===== config.mk =====
export PLATFORM = sky130hd
export DESIGN_NAME = lru_probe_seq
export DESIGN_NICKNAME = d
export VERILOG_FILES = /design/src/rtl/lru_probe_pkg.sv /design/src/rtl/lru_addr_gen.sv /design/src/rtl/lru_ref_model.sv /design/src/rtl/lru_probe_ctrl.sv /design/src/rtl/lru_probe_seq.sv
export SDC_FILE = /design/constraint.sdc
export NUM_CORES = 1
export LEC_CHECK = 0
export ABC_AREA = 1
export BUFFER_PORTS_ARGS = -buffer_cell sky130_fd_sc_hd__buf_2
export CAP_MARGIN = 30
export CORE_MARGIN = 4
export CORE_UTILIZATION = 48
export CTS_CLUSTER_DIAMETER = 200
export DETAILED_ROUTE_END_ITERATION = 16
export GPL_TIMING_DRIVEN = 1
export PLACE_DENSITY_LB_ADDON = 0.08
export SYNTH_ARGS = -nofsm -noshare
export SYNTH_HDL_FRONTEND = slang
export SYNTH_SLANG_ARGS = --single-unit

===== constraint.sdc =====
create_clock -name clk -period 4.9 [get_ports clk]
set_clock_uncertainty 0.05 [all_clocks]
set_input_delay 0.49 -clock clk [delete_from_list [all_inputs] [get_ports clk]]
set_output_delay 0.49 -clock clk [all_outputs]
set_load 0.02 [all_outputs]

===== src/rtl/lru_probe_pkg.sv =====
// Package: shared types of the replacement-state probe sequencer.
package lru_probe_pkg;
    typedef enum logic [1:0] {
        ST_IDLE  = 2'd0,
        ST_ISSUE = 2'd1,
        ST_WAIT  = 2'd2
    } probe_state_e;
endpackage


===== src/rtl/lru_addr_gen.sv =====
// lru_addr_gen: maps a step number to the tag index and read address of that
// step. Assumes step < 2*WAYS. The order is: fresh tag WAYS, then 0..WAYS-1,
// then 1..WAYS-1.
module lru_addr_gen #(
    parameter int ADDR_W = 32,
    parameter int WAYS = 3,
    parameter logic [ADDR_W-1:0] SET_STRIDE = 'h100,
    localparam int IDX_W = $clog2(WAYS + 1),
    localparam int STEP_W = $clog2(2 * WAYS)
) (
    input  logic [STEP_W-1:0] step,
    input  logic [ADDR_W-1:0] base,
    output logic [IDX_W-1:0]  tag,
    output logic [ADDR_W-1:0] addr
);
    // Pick the tag index for the current step.
    always_comb begin
        if (step == '0)
            tag = IDX_W'(WAYS);
        else if (int'(step) <= WAYS)
            tag = IDX_W'(int'(step) - 1);
        else
            tag = IDX_W'(int'(step) - WAYS);
    end

    // Form the set-aligned address of that tag.
    assign addr = base + ADDR_W'(tag) * SET_STRIDE;
endmodule


===== src/rtl/lru_ref_model.sv =====
// lru_ref_model: the sequencer's own recency list of the set under test.
// Slot 0 is the least recent line and slot WAYS-1 the most recent. pred_hit
// says whether tag is resident. On upd the tag moves to the most recent slot;
// on a miss the least recent line is dropped. Assumes tags are distinct.
module lru_ref_model #(
    parameter int WAYS = 3,
    parameter int IDX_W = 2
) (
    input  logic             clk,
    input  logic             rst_n,
    input  logic             init,
    input  logic             upd,
    input  logic [IDX_W-1:0] tag,
    output logic             pred_hit
);
    logic [IDX_W-1:0] order_q [WAYS];
    logic [IDX_W-1:0] order_d [WAYS];
    logic [IDX_W-1:0] pos;

    // Find the slot holding tag; slot 0 stands in on a miss.
    always_comb begin
        pred_hit = 1'b0;
        pos      = '0;
        for (int i = 0; i < WAYS; i++) begin
            if (order_q[i] == tag) begin
                pred_hit = 1'b1;
                pos      = IDX_W'(i);
            end
        end
    end

    // Close the gap at pos and append tag as most recent.
    generate
        for (genvar g = 0; g < WAYS - 1; g++) begin : g_shift
            assign order_d[g] = (IDX_W'(g) >= pos) ? order_q[g+1] : order_q[g];
        end
    endgenerate
    assign order_d[WAYS-1] = tag;

    // Hold the list: assumed start order on reset or init, next order on upd.
    always_ff @(posedge clk) begin
        for (int i = 0; i < WAYS; i++) begin
            if (!rst_n || init)
                order_q[i] <= IDX_W'(i);
            else if (upd)
                order_q[i] <= order_d[i];
        end
    end
endmodule


===== src/rtl/lru_probe_ctrl.sv =====
// lru_probe_ctrl: run control. It issues one read per step, waits for the
// response, compares it with the prediction and keeps the flags. Assumes the
// cache answers every read exactly once.
module lru_probe_ctrl #(
    parameter int WAYS = 3,
    localparam int STEP_W = $clog2(2 * WAYS)
) (
    input  logic              clk,
    input  logic              rst_n,
    input  logic              start,
    input  logic              resp_valid,
    input  logic              resp_hit,
    input  logic              pred_hit,
    output logic [STEP_W-1:0] step,
    output logic              model_init,
    output logic              model_upd,
    output logic              rd_req,
    output logic              busy,
    output logic              done,
    output logic              err,
    output logic [STEP_W-1:0] err_idx
);
    import lru_probe_pkg::*;

    localparam logic [STEP_W-1:0] LAST_STEP = STEP_W'(2 * WAYS - 1);

    probe_state_e state;

    // Decode the handshake and model controls from the state.
    assign rd_req     = (state == ST_ISSUE);
    assign busy       = (state != ST_IDLE);
    assign model_init = (state == ST_IDLE) && start;
    assign model_upd  = (state == ST_WAIT) && resp_valid;

    // Step the run and record the first mismatch.
    always_ff @(posedge clk) begin
        if (!rst_n) begin
            state   <= ST_IDLE;
            step    <= '0;
            done    <= 1'b0;
            err     <= 1'b0;
            err_idx <= '0;
        end else begin
            case (state)
                ST_IDLE: begin
                    if (start) begin
                        step    <= '0;
                        done    <= 1'b0;
                        err     <= 1'b0;
                        err_idx <= '0;
                        state   <= ST_ISSUE;
                    end
                end
                ST_ISSUE: state <= ST_WAIT;
                ST_WAIT: begin
                    if (resp_valid) begin
                        if ((resp_hit != pred_hit) && !err) begin
                            err     <= 1'b1;
                            err_idx <= step;
                        end
                        if (step == LAST_STEP) begin
                            done  <= 1'b1;
                            state <= ST_IDLE;
                        end else begin
                            step  <= step + 1'b1;
                            state <= ST_ISSUE;
                        end
                    end
                end
                default: state <= ST_IDLE;
            endcase
        end
    end
endmodule


===== src/rtl/lru_probe_seq.sv =====
// lru_probe_seq: top of the replacement-state probe sequencer. It reads one
// cache set through an eviction and probe series and flags any hit/miss
// that disagrees with the assumed LRU order. Assumes the set starts with
// tags 0..WAYS-1, tag 0 least recent.
module lru_probe_seq #(
    parameter int ADDR_W = 32,
    parameter int WAYS = 3,
    parameter logic [ADDR_W-1:0] SET_STRIDE = 'h100,
    localparam int IDX_W = $clog2(WAYS + 1),
    localparam int STEP_W = $clog2(2 * WAYS)
) (
    input  logic              clk,
    input  logic              rst_n,
    input  logic              start,
    input  logic [ADDR_W-1:0] base_addr,
    output logic              rd_req,
    output logic [ADDR_W-1:0] rd_addr,
    input  logic              resp_valid,
    input  logic              resp_hit,
    output logic              busy,
    output logic              done,
    output logic              err,
    output logic [STEP_W-1:0] err_idx
);
    logic [ADDR_W-1:0] base_q;
    logic [STEP_W-1:0] step;
    logic [IDX_W-1:0]  cur_tag;
    logic              pred_hit;
    logic              model_init;
    logic              model_upd;

    // Capture the set base when a run is accepted.
    always_ff @(posedge clk) begin
        if (!rst_n)
            base_q <= '0;
        else if (model_init)
            base_q <= base_addr;
    end

    lru_addr_gen #(
        .ADDR_W(ADDR_W), .WAYS(WAYS), .SET_STRIDE(SET_STRIDE)
    ) u_addr (
        .step(step), .base(base_q), .tag(cur_tag), .addr(rd_addr)
    );

    lru_ref_model #(.WAYS(WAYS), .IDX_W(IDX_W)) u_model (
        .clk(clk), .rst_n(rst_n), .init(model_init), .upd(model_upd),
        .tag(cur_tag), .pred_hit(pred_hit)
    );

    lru_probe_ctrl #(.WAYS(WAYS)) u_ctrl (
        .clk(clk), .rst_n(rst_n), .start(start),
        .resp_valid(resp_valid), .resp_hit(resp_hit), .pred_hit(pred_hit),
        .step(step), .model_init(model_init), .model_upd(model_upd),
        .rd_req(rd_req), .busy(busy), .done(done), .err(err),
        .err_idx(err_idx)
    );
endmodule


==> impl_results.md <==
- Status: finished clean
- Final HPWL DP: 4340 um
- Vias/cell: 4.81
- Share of cells above drive strength 1: 27.2%
- M1 GR Usage: 22.4%
- Crit path from: u_ctrl.step[1]
- Global routing met2 resource utilization: about a third
- Distinct cells, synth: 33
- CTS sink count: 48
- Mapped Cells: 349
- Rel. slew slack: 44.6%
- Routed Antenna Nets: 0
- Core Box Area: ~5200 um2
- Fmax: 269 MHz
- Clock latency on the worst-skew pair: 0.30 ns
- GP Congestion: 0.801
- Synth top area cells: dfxtp_1, nor2_1, o21ai_0
- Final Routed Wirelength: 5780 um
- VDD IR max: 201 uV
- Hold Crit Class: in2reg
- Kind of critical path: reg2out
- Final setup viols: 0
- H-tree levels: 2
- # rows: 26
- CTS Hold Bufs: 0
- Total GRT Usage: 18.3%
- DR WL/cell: between 10 and 15 um
- # DRC: 0
- Final min period: roughly 3.7 ns
- Vias in the first global route: between 2k and 2.5k
- Root buf cell: clkbuf_8
- Layout area overhead: 18.6%
- Post-CTS setup buffer count: 0
- Chip width: between 80 and 90 um
- Largest net degree at the start of global routing: 44
- Sequential fraction of the synthesis area: 38.9%
- Gate power share: 24.4%
- PnR worst setup slack: 1.18 ns
- Vias: 2,337
- Worst reg2reg path startpoint: u_ctrl.state[1]
- Remaining global-route overflow: 0
- ANT cells: 0
- Top Ports: 76
- Cts repair resizes: 0
- Setup TNS: 0 ns
- Initial Util: 50.4%
- Final Hold Fails: 0
- RSZ-0062 raised after global routing: no
- Final #Nets: 458
- Final Cycle Share: between 70% and 80%
- Cell Pwr Density: 331 nW/um2
- Sw Share: 31.9%
- GRT Max-Usage Layer: met2
- Share of the synthesized area in the top cell type: 32.0%
- Worst-path clk slew: around 0.09 ns
- #FFs+latches synth: 48
- Max_cap viols: 0
- Clock Power Share: 30.9%
- First-pass GRT wire length: 9490 um
- Syn Std Cell Area: 2620 um2
- Critical path arrival: 3.18 ns
- CTS Buf Count: 5
- Worst-Margin Slew: between 0.8 and 0.9 ns
- Pre-CTS setup slack: around 1.5 ns
- Internal power: 0.000701 W
- CP Capture Type: output pin
- Psw: ~0.00033 W
- Largest area contributor in the netlist: dfxtp_1
- Leak: 1.51 nW
- Die area: 6710 um2
- Initial antenna violation count: 0
- CTS Buffer Depth: 2
- CTS tree: built
- Max-slew violation count: 0
- Routing usage on met3: 3.29%
- Sequential share of power: 44.7%
- Syn Area/Cell: around 7.5 um2
- IO Port Bufs: 75
- Critical path peak fanout: 4
- Critical path launch point type: register
- YS warnings: 0
- Synthesized net count: about 390
- DR pass1 iterations: 4
- Hold path startpoint: base_addr[3]
- Iter 0 DRT Violations: 89
- Critical path required time: about 4.4 ns
- Die height: 81.9 um
==> final cells by class <==
cell class,instances,area (um2)
fillers,519,2090
multi-input cells,243,1340
flip-flops and latches,48,1020
repair buffers,76,383
inverters,41,154
clock buffers,7,96.3
well taps,70,87.6
clock inverters,1,30.0
==> per-layer routing <==
metal	share of wire, %	wire length (um)
met1	46	2670
met4	1.6	94
met3	4.1	239
met2	48	2770
met5	0	0
==> sequential cells by signal, indices dropped and copies added (netlist names) <==
register / count
u_model.order_q: 6
u_ctrl.done: 1
u_ctrl.state: 2
u_ctrl.err: 1
u_ctrl.step: 3
u_ctrl.err_idx: 3
base_q: 32
==> cell families (layout without fill, tap and decap cells) <==
| group | Yosys count | after routing | synth area share, % |
|---|---|---|---|
| AO/OA/AOI/OAI | 62 | 62 | 12.3 |
| AND/OR/NAND/NOR | 157 | 157 | 29.6 |
| buffers and inverters | 58 | 125 | 10.0 |
| XOR/XNOR | 18 | 18 | 6.01 |
| adder cells (fa/ha/maj) | 6 | 6 | 3.15 |
| flip-flops | 48 | 48 | 38.9 |
==> power by group through the flow <==
| stage | Clock, W | Combinational, W | Sequential [W] |
|---|---|---|---|
| global placement | 0 | 0.000250 | 0.000468 |
| CTS | 0.000325 | 0.000255 | 0.000460 |
| finish | 0.000318 | 0.000251 | 0.000460 |
| detailed placement | 0 | 0.000254 | 0.000469 |
| global route | 0.000339 | 0.000282 | 0.000466 |
| floorplan | 0 | 0.000187 | 0.000468 |
==> through the flow <==
step / utilization [%] / instance area [um2] / hold WS, ns / std cells / total power [W]
after floorplan: - / 2620 / 0.406 / 349 / 0.000655
after global placement: 57.4 / 2990 / 0.409 / 478 / 0.000718
after detailed placement: 57.4 / 2990 / 0.417 / 478 / 0.000723
after CTS: 59.8 / 3110 / 0.369 / 486 / 0.00104
after global routing: 59.8 / 3110 / 0.386 / 486 / 0.00109
final: 59.8 / 3110 / 0.375 / 486 / 0.00103
==> path summary, 6_finish.rpt <==
path / endpoint / slack, ns / cells past startpoint
max reg2reg: u_model.order_q[0][0] / 2.22 / 10
max: rd_addr[30] / 1.18 / 15
min reg2reg: u_ctrl.done / 0.43 / 2
min: base_q[3] / 0.38 / 3
==> cell usage after synthesis <==
cell type  count
o21ai_1        1
clkbuf_1       8
dfxtp_1       42
nor2_2         3
o21a_1         1
nand2_2        4
nor3_1         1
buf_4          8
bufbuf_8       1
a21oi_1       21
nor3_2         3
nand3b_1       1
nor2_4         1
xor2_1        13
edfxtp_1       6
ha_1           5
a211oi_1       1
o21ai_2        1
nand2_1       41
inv_2          2
inv_1         39
xnor2_1        5
o21ai_0       36
nand3_2        7
nand3_1       14
nand4_1        4
fa_1           1
nor3_4         1
nand2_4        5
nor2_1        70
nor3b_1        1
a21oi_2        1
nand3_4        1
==> critical path, cell delays in order, from the launching register on <==
cell	delay, ns
dfxtp_1	0.35
inv_1	0.17
ha_1	0.21
inv_1	0.06
o21ai_1	0.30
ha_1	0.26
fa_1	0.22
nand3_1	0.16
nor2_1	0.17
nand3_1	0.13
nor3_2	0.15
nand2_1	0.08
nor2_2	0.15
nand4_1	0.12
xnor2_1	0.15
buf_2	0.19
==> cells in the final DEF, fill, tap and decap left out, types with 5 or more instances in the layout <==
cell type,count
clkbuf_8,7
nand3_2,7
buf_2,75
dfxtp_1,42
a21oi_1,21
nand2_4,5
nor2_1,70
nand2_1,41
xnor2_1,5
ha_1,5
nand3_1,14
o21ai_0,36
xor2_1,13
inv_1,39
edfxtp_1,6
Power figures use the tool's default switching activity.
